==> src/rtl/frx_pkg.sv <==
// Shared constants, state types and helpers for the framed serial receiver.
// Assumes 8-bit characters; header and kind codes are fixed by the protocol.
package frx_pkg;
    localparam int          BYTE_W       = 8;
    localparam logic [7:0]  HDR_BYTE     = 8'h7E;
    localparam logic [7:0]  KIND_SETTING = 8'h01;
    localparam logic [7:0]  KIND_REPORT  = 8'h88;

    typedef enum logic [1:0] {RX_IDLE, RX_START, RX_DATA, RX_STOP} rx_state_t;
    typedef enum logic [1:0] {P_HUNT, P_HDR2, P_KIND, P_ARG} parse_state_t;

    // True for the two kind codes the parser accepts.
    function automatic logic kind_known(input logic [7:0] b);
        return (b == KIND_SETTING) || (b == KIND_REPORT);
    endfunction
endpackage

==> src/rtl/frx_sync.sv <==
// Multi-flop synchronizer for one asynchronous level.
// Assumes STAGES >= 2; RESET_VAL is the idle level of the input.
module frx_sync #(
    parameter int   STAGES    = 2,
    parameter logic RESET_VAL = 1'b1
) (
    input  logic clk,
    input  logic rst_n,
    input  logic d,
    output logic q
);
    logic [STAGES-1:0] pipe;

    // Shift the raw level through the flop chain.
    always_ff @(posedge clk) begin
        if (!rst_n) pipe <= {STAGES{RESET_VAL}};
        else        pipe <= {pipe[STAGES-2:0], d};
    end

    assign q = pipe[STAGES-1];
endmodule

==> src/rtl/frx_char_rx.sv <==
// Character receiver: finds a falling edge, confirms the start bit at its
// centre, samples DATA_BITS bits at their centres (LSB first) and checks the
// stop bit. Good characters give a one-clock byte_vld; a low stop bit gives
// a one-clock char_err and the byte is dropped.
// Assumes line is already synchronous and CLKS_PER_BIT >= 4.
module frx_char_rx #(
    parameter int CLKS_PER_BIT = 434,
    parameter int DATA_BITS    = 8
) (
    input  logic                 clk,
    input  logic                 rst_n,
    input  logic                 line,
    output logic                 byte_vld,
    output logic [DATA_BITS-1:0] byte_data,
    output logic                 char_err
);
    import frx_pkg::*;

    localparam int CNT_W   = (CLKS_PER_BIT > 1) ? $clog2(CLKS_PER_BIT) : 1;
    localparam int BIT_W   = (DATA_BITS > 1) ? $clog2(DATA_BITS) : 1;
    localparam int HALF_M1 = CLKS_PER_BIT / 2 - 1;
    localparam int FULL_M1 = CLKS_PER_BIT - 1;

    rx_state_t            state;
    logic [CNT_W-1:0]     cnt;
    logic [BIT_W-1:0]     bit_idx;
    logic [DATA_BITS-1:0] shreg;
    logic                 line_q;

    // Bit-timing state machine: edge detect, centre sampling, stop check.
    always_ff @(posedge clk) begin
        if (!rst_n) begin
            state    <= RX_IDLE;
            cnt      <= '0;
            bit_idx  <= '0;
            shreg    <= '0;
            line_q   <= 1'b1;
            byte_vld <= 1'b0;
            char_err <= 1'b0;
        end else begin
            byte_vld <= 1'b0;
            char_err <= 1'b0;
            line_q   <= line;
            case (state)
                RX_IDLE: begin
                    cnt <= '0;
                    if (line_q && !line) state <= RX_START;
                end
                RX_START: begin
                    if (cnt == CNT_W'(HALF_M1)) begin
                        cnt     <= '0;
                        bit_idx <= '0;
                        state   <= line ? RX_IDLE : RX_DATA;
                    end else begin
                        cnt <= cnt + 1'b1;
                    end
                end
                RX_DATA: begin
                    if (cnt == CNT_W'(FULL_M1)) begin
                        cnt   <= '0;
                        shreg <= {line, shreg[DATA_BITS-1:1]};
                        if (bit_idx == BIT_W'(DATA_BITS - 1)) state <= RX_STOP;
                        else bit_idx <= bit_idx + 1'b1;
                    end else begin
                        cnt <= cnt + 1'b1;
                    end
                end
                RX_STOP: begin
                    if (cnt == CNT_W'(FULL_M1)) begin
                        cnt   <= '0;
                        state <= RX_IDLE;
                        if (line) byte_vld <= 1'b1;
                        else      char_err <= 1'b1;
                    end else begin
                        cnt <= cnt + 1'b1;
                    end
                end
                default: state <= RX_IDLE;
            endcase
        end
    end

    assign byte_data = shreg;


    byte_pulse_chk: assert property (@(posedge clk) disable iff (!rst_n)
        byte_vld |=> !byte_vld);

    stop_excl_chk: assert property (@(posedge clk) disable iff (!rst_n)
        !(byte_vld && char_err));

    cnt_range_chk: assert property (@(posedge clk) disable iff (!rst_n)
        cnt <= CNT_W'(FULL_M1));

    glitch_idle_chk: assert property (@(posedge clk) disable iff (!rst_n)
        byte_vld |-> $past(state) == RX_STOP);
endmodule

==> src/rtl/frx_frame_parser.sv <==
// Byte-level frame parser: searches for two header bytes, checks the kind
// byte, captures the argument and reports good or dropped frames.
// Assumes byte_vld pulses are at least two clocks apart.
module frx_frame_parser (
    input  logic       clk,
    input  logic       rst_n,
    input  logic       byte_vld,
    input  logic [7:0] byte_data,
    output logic       frame_valid,
    output logic [7:0] frame_flag,
    output logic [7:0] frame_param,
    output logic       frame_error
);
    import frx_pkg::*;

    parse_state_t st;
    logic [7:0]   pend_kind;

    // Frame state machine; outputs update only when a frame completes.
    always_ff @(posedge clk) begin
        if (!rst_n) begin
            st          <= P_HUNT;
            pend_kind   <= '0;
            frame_valid <= 1'b0;
            frame_error <= 1'b0;
            frame_flag  <= '0;
            frame_param <= '0;
        end else begin
            frame_valid <= 1'b0;
            frame_error <= 1'b0;
            if (byte_vld) begin
                case (st)
                    P_HUNT: if (byte_data == HDR_BYTE) st <= P_HDR2;
                    P_HDR2: begin
                        if (byte_data == HDR_BYTE) begin
                            st <= P_KIND;
                        end else begin
                            frame_error <= 1'b1;
                            st          <= P_HUNT;
                        end
                    end
                    P_KIND: begin
                        if (kind_known(byte_data)) begin
                            pend_kind <= byte_data;
                            st        <= P_ARG;
                        end else begin
                            frame_error <= 1'b1;
                            st          <= P_HUNT;
                        end
                    end
                    P_ARG: begin
                        frame_flag  <= pend_kind;
                        frame_param <= byte_data;
                        frame_valid <= 1'b1;
                        st          <= P_HUNT;
                    end
                    default: st <= P_HUNT;
                endcase
            end
        end
    end


    valid_pulse_chk: assert property (@(posedge clk) disable iff (!rst_n)
        frame_valid |=> !frame_valid);

    out_hold_chk: assert property (@(posedge clk) disable iff (!rst_n)
        !frame_valid |-> ($stable(frame_flag) && $stable(frame_param)));

    kind_known_chk: assert property (@(posedge clk) disable iff (!rst_n)
        frame_valid |-> kind_known(frame_flag));

    pulse_excl_chk: assert property (@(posedge clk) disable iff (!rst_n)
        !(frame_valid && frame_error));

    err_pulse_chk: assert property (@(posedge clk) disable iff (!rst_n)
        frame_error |=> !frame_error);
endmodule

==> src/rtl/frx_packet_rx.sv <==
// Top of the framed serial receiver: synchronizer, character receiver and
// frame parser in a chain. Assumes CLK_FREQ_HZ / BAUD_RATE >= 4.
module frx_packet_rx #(
    parameter int CLK_FREQ_HZ = 50_000_000,
    parameter int BAUD_RATE   = 115_200,
    parameter int SYNC_STAGES = 2
) (
    input  logic       clk,
    input  logic       rst_n,
    input  logic       serial_in,
    output logic       frame_valid,
    output logic [7:0] frame_flag,
    output logic [7:0] frame_param,
    output logic       frame_error
);
    import frx_pkg::*;

    localparam int CLKS_PER_BIT = CLK_FREQ_HZ / BAUD_RATE;

    logic              line_s;
    logic              byte_vld;
    logic [BYTE_W-1:0] byte_data;
    logic              char_err;

    frx_sync #(.STAGES(SYNC_STAGES), .RESET_VAL(1'b1)) i_sync (
        .clk(clk), .rst_n(rst_n), .d(serial_in), .q(line_s));

    frx_char_rx #(.CLKS_PER_BIT(CLKS_PER_BIT), .DATA_BITS(BYTE_W)) i_char (
        .clk(clk), .rst_n(rst_n), .line(line_s),
        .byte_vld(byte_vld), .byte_data(byte_data), .char_err(char_err));

    frx_frame_parser i_parse (
        .clk(clk), .rst_n(rst_n), .byte_vld(byte_vld), .byte_data(byte_data),
        .frame_valid(frame_valid), .frame_flag(frame_flag),
        .frame_param(frame_param), .frame_error(frame_error));


    dropped_byte_chk: assert property (@(posedge clk) disable iff (!rst_n)
        char_err |=> !frame_valid && !frame_error);
endmodule

==> config.mk <==
export PLATFORM = sky130hd
export DESIGN_NAME = frx_packet_rx
export DESIGN_NICKNAME = d
export VERILOG_FILES = /design/src/rtl/frx_pkg.sv /design/src/rtl/frx_sync.sv /design/src/rtl/frx_char_rx.sv /design/src/rtl/frx_frame_parser.sv /design/src/rtl/frx_packet_rx.sv
export SDC_FILE = /design/constraint.sdc
export NUM_CORES = 1
export LEC_CHECK = 0
export CORE_MARGIN = 2
export CORE_UTILIZATION = 40
export DETAILED_ROUTE_END_ITERATION = 16
export PLACE_DENSITY = 0.59
export SYNTH_ARGS = -nofsm -noshare
export SYNTH_HDL_FRONTEND = slang
export SYNTH_SLANG_ARGS = --single-unit
==> constraint.sdc <==
create_clock -name clk -period 3.3 [get_ports clk]
set_input_delay 0.66 -clock clk [delete_from_list [all_inputs] [get_ports clk]]
set_output_delay 0.66 -clock clk [all_outputs]
set_load 0.01 [all_outputs]
Word level (Yosys, flattened, before mapping) --
Cells that the tools add are included. W data, S select, Z words.
Storage, ports and cells: bits in registers 54, output and inout bits 18, word-level logic and storage cells 72
Operators by class: $add $sub $neg 2, eq/ne operators 19, multiplexer cells 23, reductions and logical operators 15
Operators with widths (count):
- $pmux W9 S3 | 1
- $mux W2 | 9
- $mux W9 | 2
- $pmux W2 S4 | 2
- $ne A2 B1 Y1 const B | 6
- $add A9 B1 Y9 const B | 1
- $eq A9 B8 Y1 const B | 1
- $eq A9 B9 Y1 const B | 1
- $mux W3 | 3
- $eq A2 B2 Y1 const B | 4
- $eq A8 B1 Y1 const B | 1
- $eq A8 B7 Y1 const B | 1
- $eq A8 B8 Y1 const B | 1
- $reduce_and A2 Y1 | 4
- $pmux W3 S2 | 1
- $reduce_and A3 Y1 | 2
- $reduce_and A5 Y1 | 1
- $eq A2 B1 Y1 const B | 2
- $logic_not A2 Y1 | 2
- $mux W1 | 4
- $reduce_and A4 Y1 | 1
- $add A3 B1 Y3 const B | 1
- $eq A3 B3 Y1 const B | 1
- $ne A2 B2 Y1 const B | 1
- other kinds (6) | 6

Logic depth before layout (Yosys ltp) --
depth in word-level cells 4, depth in mapped cells 6

By module --
Synthesis repeated with hierarchy kept, for this count alone.
Unflattened totals: cell total of the unflattened synthesis 248, area, all modules 2341.0 um^2
By module, submodules not included:
- frx_char_rx | times used 1, cells an instance 116, area an instance 1149.9 um^2, seq. area each 500.5 um^2
- frx_frame_parser | times used 1, cells an instance 128, area an instance 1138.6 um^2, seq. area each 560.5 um^2
- frx_sync | times used 1, cells an instance 4, area an instance 52.6 um^2, seq. area each 40.0 um^2

Least setup slack after synthesis --
No wires, ideal clock.
path kind reg2reg, from register i_char.cnt[0], to register i_char.bit_idx[0], library setup time 122 ps, arrival 1450 ps, data required time 3178 ps, setup slack 1728 ps, cell stages (with the launch flop) 7, buffers on the path 0, period minus slack after synthesis 1572 ps, cell sequence dfxtp_1 > inv_1 > ha_1 > and4bb_2 > and4_2 > a32o_1 > mux2i_1
On the way: word-level cells in the longest chain between the ends 3, elaborated cells between the ends (all ways) 5, classes of those cells eq/ne (4); reduce/logical (1)
Ends and longest elaborated chain:
- start, declared | line frx_char_rx.sv:25 | logic [CNT_W-1:0] cnt;
- start signal, assigned | line frx_char_rx.sv:55 | cnt <= cnt + 1'b1;
- start signal, assigned | line frx_char_rx.sv:65 | cnt <= cnt + 1'b1;
- start signal, assigned | line frx_char_rx.sv:75 | cnt <= cnt + 1'b1;
- $eq A9 B9 Y1 or $eq A9 B8 Y1 (tied branches) | line frx_char_rx.sv:59, frx_char_rx.sv:50
- $ne A2 B1 Y1 (no line)
- $reduce_and A4 Y1 (no line) *
- end signal, assigned | line frx_char_rx.sv:63 | else bit_idx <= bit_idx + 1'b1;
- end, declared | line frx_char_rx.sv:26 | logic [BIT_W-1:0] bit_idx;
Every way passes the cells marked *; elsewhere a longest branch is shown, timed or not. A chain may end at the register's enable or synchronous reset.

Final worst setup path --
from register i_parse.frame_param[7], to output frame_param[7]
RTL lines:
- start, declared | line frx_frame_parser.sv:11 | output logic [7:0] frame_param,
- start signal, assigned | line frx_frame_parser.sv:53 | frame_param <= byte_data;
- end, declared | line frx_packet_rx.sv:13 | output logic [7:0] frame_param,
No word-level cell between the ends.

==> reports/results.ini <==
[floorplan]
initial_core_util = 0.4136
die_area_um2 = 6277
die_h_um = 79.23
boundaryPins = 21
rows = 27
die_w_um = 79.23
core_area_um2 = 5473

[power]
power_w = 0.001072
leakagePower_nw = 0.9064
power_density_nw_per_um2 = 410.5
ir_drop_mv = 0.2480

[placement]
place_congestion = 0.7536
port_buffers = 20
dp_hpwl_mm = 2.790

[global_routing]
antenna_found_initial = 0
grt_first_pass_wirelength_mm = 7.058
grt_usage = 0.1422
grt_max_degree = 25
grt_overflow = 0
grt_pass1_vias = 1556

[layout]
area_growth_pct = 15.42
nets = 279
layout-drive-gt1-share = 0.07491
final_common_cell = dfxtp_1
final_cell_mix = dfxtp_1 (54), nand2_1 (40), nor2_1 (29), a21oi_1 (20), clkdlybuf4s50_1 (20)
antenna_cells = 0

[yosys]
synth-xor-area-share = 0.02709
synth.distinct_cells = 44
synth_top_family_by_area = simple AND/OR/NAND/NOR gates
yosys-mux-area-fraction = 0.04865
synth_compound_area_frac = 0.1039
synthAdderAreaFrac = 0.05528
ys_warn_count = 0
async_flop_share = 0
synth-seq-area-share = 0.4776
synth-edff-count = 0
yosys.area_share.simple = 0.2532
synth_area_per_cell_um2 = 9.127
synth_ff_type = dfxtp_1
synthCells = 248
ys_ff_latch = 54
synthesis.nets = 261
synthesis.area_um2 = 2263

[run]
cap_violations = 0

[routing]
wl_per_cell_um = 12.27
first_iter_violations = 56
antenna_left = 0
avgViaCountPerCell = 4.906
firstDrtPassIters = 4
routed_wirelength_mm = 4.160
drc = 0
vias = 1663

[clocking]
worst_skew_pair.late_latency_ps = 320
numCtsBuffers = 5
postCtsResizedCells = 0
cts_sinks = 54
cts_max_level = 2
ctsHoldBuffers = 0
clk_pin_slew_worst_paths_ps = 110
cts_setup_buffers = 0
cts_root_buffer = clkbuf_8
cts_tree = built
cts_buffer_depth = 2

[timing]
hold_violations = 0
fin_tns_setup_ps = 0
skew_ps = 7.497
max_slew_margin = 0.5807
fmax_mhz = 529.3
worst_slew_pin_slew_ps = 627.4
finalSetupViolCount = 0
period_minus_slack_ps = 1889
fin_crit_sh = 0.5726
slew_violations = 0
rsz0062_at_grt = false

[critical_path]
cp-end-kind = primary output
path_delay_family = buffers and inverters
cpPeakStageDelay_ps = 540
path_buf_inv = 1
cp_cell_sequence = clkdlybuf4s50_1
cp_max_fo = 2
critPathKind = reg -> out
arrival_ps = 1230
critPathLaunchType = register
crit_required_ps = 2640
crit_slowest_cell = clkdlybuf4s50_1

[status]
status = finished, final reports clean

[hold_path]
min_path_type = reg -> reg

-- where the power goes --
part	internal, W	switching, W	leakage [nW]
registers	0.000654	0.00000275	0.435
clock network	0.000157	0.000239	0.0491
logic	0.00000710	0.0000134	0.422
total	0.000818	0.000255	0.906
-- metal layers --
| layer | vias up | global-route usage | routed length [µm] |
|---|---|---|---|
| met3 | 6 | 0.03182 | 119 |
| met4 | 0 | 0.05690 | 67 |
| met5 | - | 0 | 0 |
| met1 | 753 | 0.1915 | 2173 |
| li1 | 883 | - | - |
| met2 | 21 | 0.2212 | 1799 |
-- registers in the layout, indices dropped and copies added, names as in the netlist, named ones only --
name                 count
i_char.cnt               9
i_char.byte_data         8
i_parse.frame_flag       8
i_parse.frame_param      8
i_parse.pend_kind        8
i_char.bit_idx           3
i_parse.st               2
i_sync.pipe              2
i_char.byte_vld          1
i_char.line_q            1
i_char.state             1
i_parse.frame_error      1
i_parse.frame_valid      1
-- cells by family (layout without fill, tap and decap cells) --
family | after synthesis | count (layout)
and+or+nand+nor | 111 | 111
DFF | 54 | 54
AOI/OAI and AO/OA | 37 | 37
buffers and inverters | 18 | 37
muxes | 11 | 11
adders and majority gates | 10 | 10
xor gates and xnor gates | 7 | 7
-- synth_stat cells (4+ instances only) --
library cell,n,share of area
dfxtp_1,54,0.48
nand2_1,40,0.066
nor2_1,29,0.048
a21oi_1,20,0.044
mux2i_1,11,0.049
ha_1,10,0.055
nand3_1,10,0.022
clkbuf_1,7,0.012
inv_1,7,0.012
and3_1,5,0.014
nand2b_1,5,0.014
o21ai_0,4,0.0088
xnor2_1,4,0.015
-- area by class of cell --
class                      count  area [µm²]
clock buffer                   5       68.82
clock inverter                 3       26.28
fill                         544        2860
inverter                       7       26.28
multi-input combinational    176        1105
sequential                    54        1081
tap                           72       90.09
timing repair buffer          22       215.2
-- through the flow --
| step | area (µm²) | hold WS (ps) | util | worst slack [ps] | cells |
|---|---|---|---|---|---|
| 6_report | 2613 | 422.5 | 0.4774 | 1411 | 339 |
| 3_5_place_dp | 2517 | 398.4 | 0.4600 | 1087 | 331 |
| 2_1_floorplan | 2263 | 386.3 | - | 1728 | 248 |
| 3_3_place_gp | 2517 | 392.1 | 0.4600 | 1122 | 331 |
| 5_1_grt | 2613 | 444.1 | 0.4774 | 1306 | 339 |
| 4_1_cts | 2613 | 424.1 | 0.4774 | 1378 | 339 |
-- worst paths after layout --
check / start / endpoint / slack (ps) / depth (start not counted)
min: i_sync.pipe[0] / i_sync.pipe[1] / 420 / 1
max reg2reg: i_char.cnt[0] / i_char.bit_idx[0] / 1590 / 6
max: i_parse.frame_param[7] / frame_param[7] / 1410 / 1
min reg2reg: i_sync.pipe[0] / i_sync.pipe[1] / 420 / 1
Note: power is estimated with default switching activity, not from simulation.
